<file path="src/rtl/rtc_shadow_pkg.sv">
`timescale 1ns/1ps
package rtc_shadow_pkg;

  localparam int NREG  = 7;
  localparam int PTR_W = 3;
  localparam int LAST  = NREG - 1;

  // Byte n of the packed value is register address n (seconds in the low byte).
  typedef struct packed {
    logic [7:0] year;
    logic [7:0] mon;
    logic [7:0] date;
    logic [7:0] dow;
    logic [7:0] hrs;
    logic [7:0] mins;
    logic [7:0] sec;
  } rtc_time_t;

  localparam rtc_time_t TIME_RST = '{year: 8'h00, mon: 8'h01, date: 8'h01,
                                     dow: 8'h01, hrs: 8'h00, mins: 8'h00,
                                     sec: 8'h00};

  function automatic logic [6:0] bcd2bin(input logic [7:0] b);
    return 7'(b[7:4]) * 7'd10 + 7'(b[3:0]);
  endfunction

  function automatic logic [7:0] bin2bcd(input logic [6:0] n);
    return {4'(n / 7'd10), 4'(n % 7'd10)};
  endfunction

  function automatic logic [7:0] bcd_inc(input logic [7:0] b);
    return bin2bcd(bcd2bin(b) + 7'd1);
  endfunction

  function automatic logic [7:0] last_day(input logic [7:0] mon, input logic [7:0] year);
    logic [6:0] y;
    y = bcd2bin(year);
    case (mon)
      8'h02:                      return (y[1:0] == 2'b00) ? 8'h29 : 8'h28;
      8'h04, 8'h06, 8'h09, 8'h11: return 8'h30;
      default:                    return 8'h31;
    endcase
  endfunction

  // One whole-second step of the calendar.
  function automatic rtc_time_t advance(input rtc_time_t t);
    rtc_time_t n;
    n = t;
    if (t.sec != 8'h59) n.sec = bcd_inc(t.sec);
    else begin
      n.sec = 8'h00;
      if (t.mins != 8'h59) n.mins = bcd_inc(t.mins);
      else begin
        n.mins = 8'h00;
        if (t.hrs != 8'h23) n.hrs = bcd_inc(t.hrs);
        else begin
          n.hrs = 8'h00;
          n.dow = (t.dow >= 8'h07) ? 8'h01 : t.dow + 8'h01;
          if (t.date != last_day(t.mon, t.year)) n.date = bcd_inc(t.date);
          else begin
            n.date = 8'h01;
            if (t.mon != 8'h12) n.mon = bcd_inc(t.mon);
            else begin
              n.mon  = 8'h01;
              n.year = (t.year == 8'h99) ? 8'h00 : bcd_inc(t.year);
            end
          end
        end
      end
    end
    return n;
  endfunction

endpackage

</file>
<file path="src/rtl/rtc_prescaler.sv">
`timescale 1ns/1ps
module rtc_prescaler #(
  parameter int SUB_PER_SEC = 32768,
  localparam int CNT_W = (SUB_PER_SEC > 1) ? $clog2(SUB_PER_SEC) : 1
) (
  input  logic             clk,
  input  logic             rst,
  input  logic             sub_tick,
  input  logic             clr,
  output logic [CNT_W-1:0] cnt_q,
  output logic             sec_tick
);
  localparam logic [CNT_W-1:0] TOP = CNT_W'(SUB_PER_SEC - 1);

  assign sec_tick = sub_tick && (cnt_q == TOP) && !clr;

  always_ff @(posedge clk) begin
    if (rst || clr)    cnt_q <= '0;
    else if (sub_tick) cnt_q <= (cnt_q == TOP) ? '0 : cnt_q + CNT_W'(1);
  end
endmodule

</file>
<file path="src/rtl/rtc_live_counter.sv">
`timescale 1ns/1ps
module rtc_live_counter
  import rtc_shadow_pkg::*;
(
  input  logic             clk,
  input  logic             rst,
  input  logic             sec_tick,
  input  logic             wr_en,
  input  logic [PTR_W-1:0] wr_idx,
  input  logic [7:0]       wr_data,
  output rtc_time_t        live_q
);
  rtc_time_t nxt;

  always_comb begin
    nxt = sec_tick ? advance(live_q) : live_q;
    if (wr_en) nxt[{wr_idx, 3'b000} +: 8] = wr_data;
  end

  always_ff @(posedge clk) begin
    if (rst) live_q <= TIME_RST;
    else     live_q <= nxt;
  end
endmodule

</file>
<file path="src/rtl/rtc_shadow_regs.sv">
`timescale 1ns/1ps
module rtc_shadow_regs
  import rtc_shadow_pkg::*;
(
  input  logic              clk,
  input  logic              rst,
  input  logic              bus_start,
  input  rtc_time_t         live_q,
  input  logic              ptr_load,
  input  logic [PTR_W-1:0]  ptr_in,
  input  logic              step,
  output logic [PTR_W-1:0]  ptr_q,
  output logic [NREG*8-1:0] snap_q,
  output logic [7:0]        rd_data
);
  logic [7:0] shadow_q [NREG];
  logic       wrap;
  logic       capture;

  assign wrap    = step && !ptr_load && (ptr_q == PTR_W'(LAST));
  assign capture = bus_start || wrap;

  for (genvar g = 0; g < NREG; g++) begin : g_byte
    always_ff @(posedge clk) begin
      if (rst)          shadow_q[g] <= TIME_RST[g*8 +: 8];
      else if (capture) shadow_q[g] <= live_q[g*8 +: 8];
    end
    assign snap_q[g*8 +: 8] = shadow_q[g];
  end

  always_ff @(posedge clk) begin
    if (rst) begin
      ptr_q   <= '0;
      rd_data <= '0;
    end else begin
      rd_data <= shadow_q[ptr_q];
      if (ptr_load)  ptr_q <= (ptr_in > PTR_W'(LAST)) ? '0 : ptr_in;
      else if (step) ptr_q <= wrap ? '0 : ptr_q + PTR_W'(1);
    end
  end
endmodule

</file>
<file path="src/rtl/rtc_shadow_bank.sv">
`timescale 1ns/1ps
module rtc_shadow_bank
  import rtc_shadow_pkg::*;
#(
  parameter int SUB_PER_SEC = 32768
) (
  input  logic              clk,
  input  logic              rst,
  input  logic              sub_tick,
  input  logic              bus_start,
  input  logic              ptr_load,
  input  logic [PTR_W-1:0]  ptr_in,
  input  logic              rd_ack,
  input  logic              wr_ack,
  input  logic [7:0]        wr_data,
  output logic [7:0]        rd_data,
  output logic [NREG*8-1:0] live_time
);
  localparam int CNT_W = (SUB_PER_SEC > 1) ? $clog2(SUB_PER_SEC) : 1;

  logic [CNT_W-1:0]  presc_cnt;
  logic              sec_tick;
  logic              sec_wr;
  logic [PTR_W-1:0]  ptr_q;
  logic [NREG*8-1:0] snap_q;
  rtc_time_t         live_q;

  assign sec_wr    = wr_ack && (ptr_q == '0);
  assign live_time = live_q;

  rtc_prescaler #(.SUB_PER_SEC(SUB_PER_SEC)) u_presc (
    .clk(clk), .rst(rst), .sub_tick(sub_tick), .clr(sec_wr),
    .cnt_q(presc_cnt), .sec_tick(sec_tick)
  );

  rtc_live_counter u_live (
    .clk(clk), .rst(rst), .sec_tick(sec_tick), .wr_en(wr_ack),
    .wr_idx(ptr_q), .wr_data(wr_data), .live_q(live_q)
  );

  rtc_shadow_regs u_shadow (
    .clk(clk), .rst(rst), .bus_start(bus_start), .live_q(live_q),
    .ptr_load(ptr_load), .ptr_in(ptr_in), .step(rd_ack || wr_ack),
    .ptr_q(ptr_q), .snap_q(snap_q), .rd_data(rd_data)
  );
endmodule

</file>
<file path="config.mk">
export PLATFORM = sky130hd
export DESIGN_NAME = rtc_shadow_bank
export DESIGN_NICKNAME = d
export VERILOG_FILES = /design/src/rtl/rtc_shadow_pkg.sv /design/src/rtl/rtc_prescaler.sv /design/src/rtl/rtc_live_counter.sv /design/src/rtl/rtc_shadow_regs.sv /design/src/rtl/rtc_shadow_bank.sv
export SDC_FILE = /design/constraint.sdc
export NUM_CORES = 1
export LEC_CHECK = 0
export BUFFER_PORTS_ARGS = -buffer_cell sky130_fd_sc_hd__buf_2
export CORE_ASPECT_RATIO = 1.75
export CORE_UTILIZATION = 49
export CTS_CLUSTER_SIZE = 20
export DETAILED_ROUTE_END_ITERATION = 12
export PLACE_DENSITY = 0.73
export SLEW_MARGIN = 25
export SYNTH_ARGS = -nofsm -noshare
export SYNTH_HDL_FRONTEND = slang
export SYNTH_SLANG_ARGS = --single-unit
export TNS_END_PERCENT = 100
</file>
<file path="constraint.sdc">
create_clock -name clk -period 5.5 [get_ports clk]
set_clock_uncertainty 0.2 [all_clocks]
set_input_delay 0.275 -clock clk [delete_from_list [all_inputs] [get_ports clk]]
set_output_delay 0.275 -clock clk [all_outputs]
set_load 0.03 [all_outputs]
</file>
# After elaboration in Yosys (flattened, before gate mapping)
# Memories as Yosys holds them, arrays and structs flattened. A register that Yosys moved wholly into a read port is not among the register bits.
# Cells that the tools add are included.
[op_classes]
add_sub_neg = 16
multipliers = 6
div_mod_pow = 12
order_cmp = 2
n_eq_ne = 13
n_shift = 2
n_mux = 37
bitwise_logic = 7
reduce_logical = 14
[op_table]
columns = ["op", "count"]
rows = [
  ["8-bit two-way mux", 18],
  ["56-bit two-way mux", 2],
  ["56-bit bitwise mux", 1],
  ["8-bit by 8-bit variable shift with 56-bit output, first input constant", 1],
  ["8-bit by 8-bit indexed part select with 56-bit output", 1],
  ["48-bit two-way mux", 1],
  ["7-bit by 1-bit adder with 7-bit output, second input constant", 6],
  ["7-bit by 4-bit adder with 7-bit output", 6],
  ["7-bit by 4-bit divider with 7-bit output, second input constant", 6],
  ["7-bit by 4-bit modulo with 7-bit output, second input constant", 6],
  ["40-bit two-way mux", 1],
  ["4-bit by 3-bit multiplier with 6-bit output, second input constant", 6],
  ["32-bit two-way mux", 1],
  ["8-bit by 3-bit == test with 1-bit output, second input constant", 2],
  ["16-bit two-way mux", 1],
  ["8-bit by 7-bit inequality test with 1-bit output, second input constant", 2],
  ["8-bit case mux with 2 select lines", 1],
  ["15-bit by 1-bit adder with 15-bit output, second input constant", 1],
  ["15-bit == test, second input constant", 1],
  ["15-bit two-way mux", 1],
  ["3-bit two-way mux", 4],
  ["8-bit by 1-bit adder with 8-bit output, second input constant", 1],
  ["8-bit by 2-bit == test with 1-bit output, second input constant", 1],
  ["8-bit by 4-bit == test with 1-bit output, second input constant", 1],
  ["other kinds (19)", 37],
]
[totals]
regBits = 74
ramBits = 56
inputBits = 18
output_inout_bits = 64
wordCells = 119
memories = 1
[memory_table]
columns = ["memory", "depth", "word_bits", "rd", "rd_ports_with_merged_regs", "wr", "line_no", "text"]
rows = [
  ["u_shadow.shadow_q", 7, 8, 1, 1, 7, "rtc_shadow_regs.sv:16", "logic [7:0] shadow_q [NREG];"],
]

# Longest topological paths before layout
[logic_depth]
depth_word = 16
ltp_mapped = 21
mapped_depth_nobuf = 19

# Cells and area by module
# A second synthesis with hierarchy kept.
[unflattened]
cells_unflattened = 1273
hier_area_um2 = 11023.1
[modules_own_cells]
columns = ["mod", "instances", "cells_per_inst", "area_each_um2", "seq_area_each_um2"]
rows = [
  ["rtc_live_counter", 1, 972, 7299.5, 1121.1],
  ["rtc_shadow_regs", 1, 223, 3001.6, 1901.8],
  ["rtc_prescaler", 1, 76, 700.7, 300.3],
  ["rtc_shadow_bank", 1, 2, 21.3, 0.0],
]

# Least setup slack after synthesis
# Ideal clock, no wire load.
[synth_timing]
path_type = "register -> register"
startpoint = "register u_shadow.ptr_q[0]"
endpoint = "register, netlist name u_live.live_q[49]"
setup_time_ns = 0.058
t_arrival_ns = 4.925
t_required_ns = 5.242
slack_ns = 0.317
path_stages_with_launch = 20
path_buffers = 6
synth_period_minus_slack_ns = 5.183
path_cell_list = "dfxtp_1 clkbuf_1 clkbuf_1 clkbuf_1 inv_1 ha_1 ha_1 and2_1 nor4_1 nand4_1 a2111o_1 buf_6 nand2b_4 buf_6 a41o_1 buf_6 or3_1 a211oi_2 mux2i_1 nand2_1"
[synth_between]
elab_chain_len = 7
word_cells_on_any_way = 10
cone_classes = "add/sub: 1; shift: 2; mux: 3; reduce/logical: 4"
[synth_rtl]
columns = ["element", "line_no", "text"]
rows = [
  ["start: declaration", "rtc_shadow_regs.sv:12", "output logic [PTR_W-1:0] ptr_q,"],
  ["start signal: assignment", "rtc_shadow_regs.sv:37", "if (ptr_load) ptr_q <= (ptr_in > PTR_W'(LAST)) ? '0 : ptr_in;"],
  ["start signal: assignment", "rtc_shadow_regs.sv:38", "else if (step) ptr_q <= wrap ? '0 : ptr_q + PTR_W'(1);"],
  ["parallel branches: the longest is 6 deep, another holds 6-bit negation with 8-bit output", "--", ""],
  ["56-bit two-way mux *", "rtc_live_counter.sv:17", "if (wr_en) nxt[{wr_idx, 3'b000} +: 8] = wr_data;"],
]
# Every way passes the cells marked *.
# A chain may end at the register's enable or synchronous reset.

# Worst setup path after layout
[layout_timing]
startpoint = "register, netlist name u_live.live_q[47]"
endpoint = "register, netlist name u_live.live_q[42]"
[layout_between]
elab_chain_len = 14
word_cells_on_any_way = 24
cone_classes = "add/sub: 2; mul: 1; div: 1; eq/ne: 7; mux: 12; reduce/logical: 1"
[layout_rtl]
columns = ["element", "line_no", "text"]
rows = [
  ["parallel branches: the longest is 7 deep, another holds 7-bit by 4-bit adder with 7-bit output", "--", ""],
  ["16-bit two-way mux *", "rtc_shadow_pkg.sv:59", "if (t.date != last_day(t.mon, t.year)) n.date = bcd_inc(t.date);"],
  ["32-bit two-way mux *", "rtc_shadow_pkg.sv:55", "if (t.hrs != 8'h23) n.hrs = bcd_inc(t.hrs);"],
  ["40-bit two-way mux *", "rtc_shadow_pkg.sv:52", "if (t.mins != 8'h59) n.mins = bcd_inc(t.mins);"],
  ["48-bit two-way mux *", "rtc_shadow_pkg.sv:49", "if (t.sec != 8'h59) n.sec = bcd_inc(t.sec);"],
  ["56-bit two-way mux *", "rtc_live_counter.sv:16", "nxt = sec_tick ? advance(live_q) : live_q;"],
  ["56-bit bitwise mux", "rtc_live_counter.sv:17", ""],
  ["56-bit two-way mux *", "rtc_live_counter.sv:17", ""],
]
# Every way passes the cells marked *. The select of a mux whose other input is x is not followed.

==> summary.md <==
| Metric | Value |
|---|---|
| Setup tns final | 0 ps |
| Syn-to-layout area delta | 12.4% |
| Outcome | finished, final reports clean |
| Final Util | 56.1% |
| DP Cell Count | 1683 |
| Post-route ant nets | 0 |
| Commonest non-fill, non-tap cells in the layout | 115 x nor2_1, 110 x nand2_1, 96 x a21oi_1 |
| Clock transition at path regs | 60 ps |
| Relative slew margins | 40.3% |
| Maximum fanout along the worst path | 8 |
| Critical path endpoint category | register |
| Port-buffer cells | 81 |
| Unrepaired setup endpoints after global routing | no |
| Row cnt | 73 |
| H-tree levels | 4 |
| Fraction of registers with async set/reset | 0% |
| Max_cap viols | 0 |
| Area of the die | 23800 um^2 |
| Lkg Pwr | 5.17 nW |
| Clock Path Buffers | 2 |
| Die Ht | 203 um |
| Final Max Slew Viols | 0 |
| Antenna Cells | 0 |
| Mapped Area | 11400 um^2 |
| CTS tree | done |
| Crit start category | register |
| Most common cell after layout, fill and taps aside | nor2_1 |
| Starting density of the core | 49.9% |
| Vias post-DR | 11000 |
| FF+latch area | 3320 um^2 |
| Endpoints failing hold | 0 |
| Initial DRC Count | 898 |
| Mean routed wirelength per cell | 19.5 um |
| Vias/cell | 6.44 |
| Filler instances | 2010 |
| Ratio of final minimum period to clock period | 92.6% |
| Grt ovf | 0 |
| Syn avg cell area | 8.46 um^2 |
| Largest net degree at the start of global routing | 52 |
| EDFF count, synth | 56 |
| Minimum clock period | 5090 ps |
| Setup violators final | 0 |
| Required @ worst endpoint | 5630 ps |
| Hold Crit Class | input pin to register |
| Initial antenna violation count | 0 |
| Area of the multi-input gates | 7610 um^2 |
| Fmax | 196 MHz |
| Synth Warn # | 0 |
| Top Ports | 82 |
| CP arrival | 5230 ps |
| # nets final | 1491 |
| Layout cells sized above 1 | 13.3% |
| Top_reg_cell synth | dfxtp_1 |
| WL final | 33400 um |
| Seq cells post-synth | 138 |
| Post-synthesis sequential area ratio | 29.3% |
| GRT Util Overall | 28.9% |
| First-pass GRT wire length | 53500 um |
| PD cells | 235 nW/um^2 |
| Distinct cells, synth | 89 |
| Remaining DRCs | 0 |
| GP Congestion | 0.941 |
| Hold bufs inserted after CTS | 0 |
| Post-Syn Nets | 1431 |
| Vias in the first global route | 10600 |
| Hpwl dp | 24900 um |
| Num CTS Buffers | 17 |
| CTS sink count | 138 |
| Slew @ Worst Pin | 894 ps |
| Pre-Repair DR Iteration Count | 5 |
| Worst vdd ir | 211 uV |
| Critical path type | register to register |
| Worst skew pair latency | 430 ps |
| CTS Root Cell | clkbuf_16 |
| Post-Synthesis Cells | 1342 |
| Layout Cells excl Fill | 1715 |
| Area of the core | 22700 um^2 |
| Chip width | 117 um |
==> repair_timing <==
| action | CTS | global route |
|---|---|---|
| buffers inserted | 0 | 0 |
| endpoints found under the setup margin | 0 | 2 |
| resized for setup | 0 | 3 |
==> final cells by class <==
type / count / area share (%)
Clock inverter: 10 / 1.17
Timing Repair Buffer: 111 / 4.94
Inverter: 42 / 1.24
Sequential cell: 138 / 26.0
Tap cell: 300 / 2.94
Multi-Input combinational cell: 1092 / 59.7
Clock buffer: 22 / 3.98
==> logic make-up after synthesis <==
group | share of synthesized area, %
simple gates | 23.8
compound gates | 23.6
flops | 29.3
buf+inv | 3.98
xor+xnor | 6.12
fa+ha+maj | 8.71
mux | 4.56
==> power breakdown <==
group,switching (mW),total [mW],internal [mW]
Clock,0.485,1.29,0.804
Sequential,0.0313,1.13,1.10
Combinational,0.367,0.576,0.209
Total,0.883,3.00,2.11
==> flip-flops by register name (all words and copies together) (netlist names) <==
register,count
u_presc.cnt_q,15
u_shadow.shadow_q,56
u_shadow.rd_data,8
u_shadow.ptr_q,3
u_live.live_q,56
==> worst max-delay path: stages, from the launching register on <==
cell and delay (ps):
dfxtp_1 490, ha_1 300, ha_1 210, fa_1 440, xor2_2 320, nand3_1 120
o22ai_1 420, and2_1 200, a2bb2oi_1 220, or2_2 230, xnor2_1 150, ha_1 270
nand2b_1 100, or4_1 410, o2111ai_1 180, nor2_1 130, or4_1 410, a311oi_1 210
==> path summary, 6_finish.rpt <==
kind                      from  slack, ps  cells past startpoint           endpoint
max          u_live.live_q[47]        410                     17  u_live.live_q[42]
min                  ptr_in[1]         10                      3  u_shadow.ptr_q[1]
max reg2reg  u_live.live_q[47]        410                     17  u_live.live_q[42]
min reg2reg  u_presc.cnt_q[10]        290                      2  u_presc.cnt_q[10]
==> metal layers <==
metal | wire, um | track usage [%]
met5 | 0 | 0
met4 | 1600 | 15.4
met3 | 2140 | 4.40
met2 | 17100 | 50.8
met1 | 12600 | 32.8
==> through the flow <==
stage,worst slack (ps),instance area [um^2],power [mW],hold slack [ps]
floorplan,317,11400,1.57,193
global placement,502,12100,1.71,280
detailed placement,413,12100,1.72,288
CTS,373,12700,2.99,12.7
global route,92.6,12800,3.10,17.9
finish,406,12800,3.00,12.5
==> cells in the mapped netlist, drive strengths merged, types with 5 or more instances <==
master | number | share of area [%]
nor2 | 116 | 3.8
nand2 | 110 | 3.6
a21oi | 96 | 4.2
dfxtp | 82 | 14
and2 | 71 | 3.9
clkbuf | 61 | 2.0
ha | 59 | 6.5
edfxtp | 56 | 15
nand3 | 52 | 2.3
o21ai | 49 | 2.2
xnor2 | 43 | 3.3
inv | 41 | 1.4
a211oi | 40 | 2.7
nor3 | 37 | 1.6
mux2i | 27 | 2.4
xor2 | 26 | 2.0
nand4 | 22 | 1.2
a22oi | 18 | 1.2
nand2b | 18 | 1.1
o211ai | 18 | 1.2
a311oi | 15 | 1.2
or2 | 15 | 0.83
or3 | 15 | 0.84
a31oi | 13 | 0.72
and3 | 13 | 0.73
a21o | 12 | 0.79
fa | 12 | 2.1
o22ai | 12 | 0.66
a221oi | 11 | 0.85
a32oi | 10 | 0.77
buf | 9 | 0.57
mux4 | 9 | 1.8
o221ai | 8 | 0.62
a211o | 7 | 0.54
nor4 | 7 | 0.39
a2111oi | 6 | 0.46
a221o | 6 | 0.53
and4 | 6 | 0.46
nor2b | 6 | 0.33
nor3b | 6 | 0.40
or4 | 6 | 0.40
o21a | 5 | 0.33
o311a | 5 | 0.44
o311ai | 5 | 0.39
No activity file was read; power rests on OpenSTA's default activity.
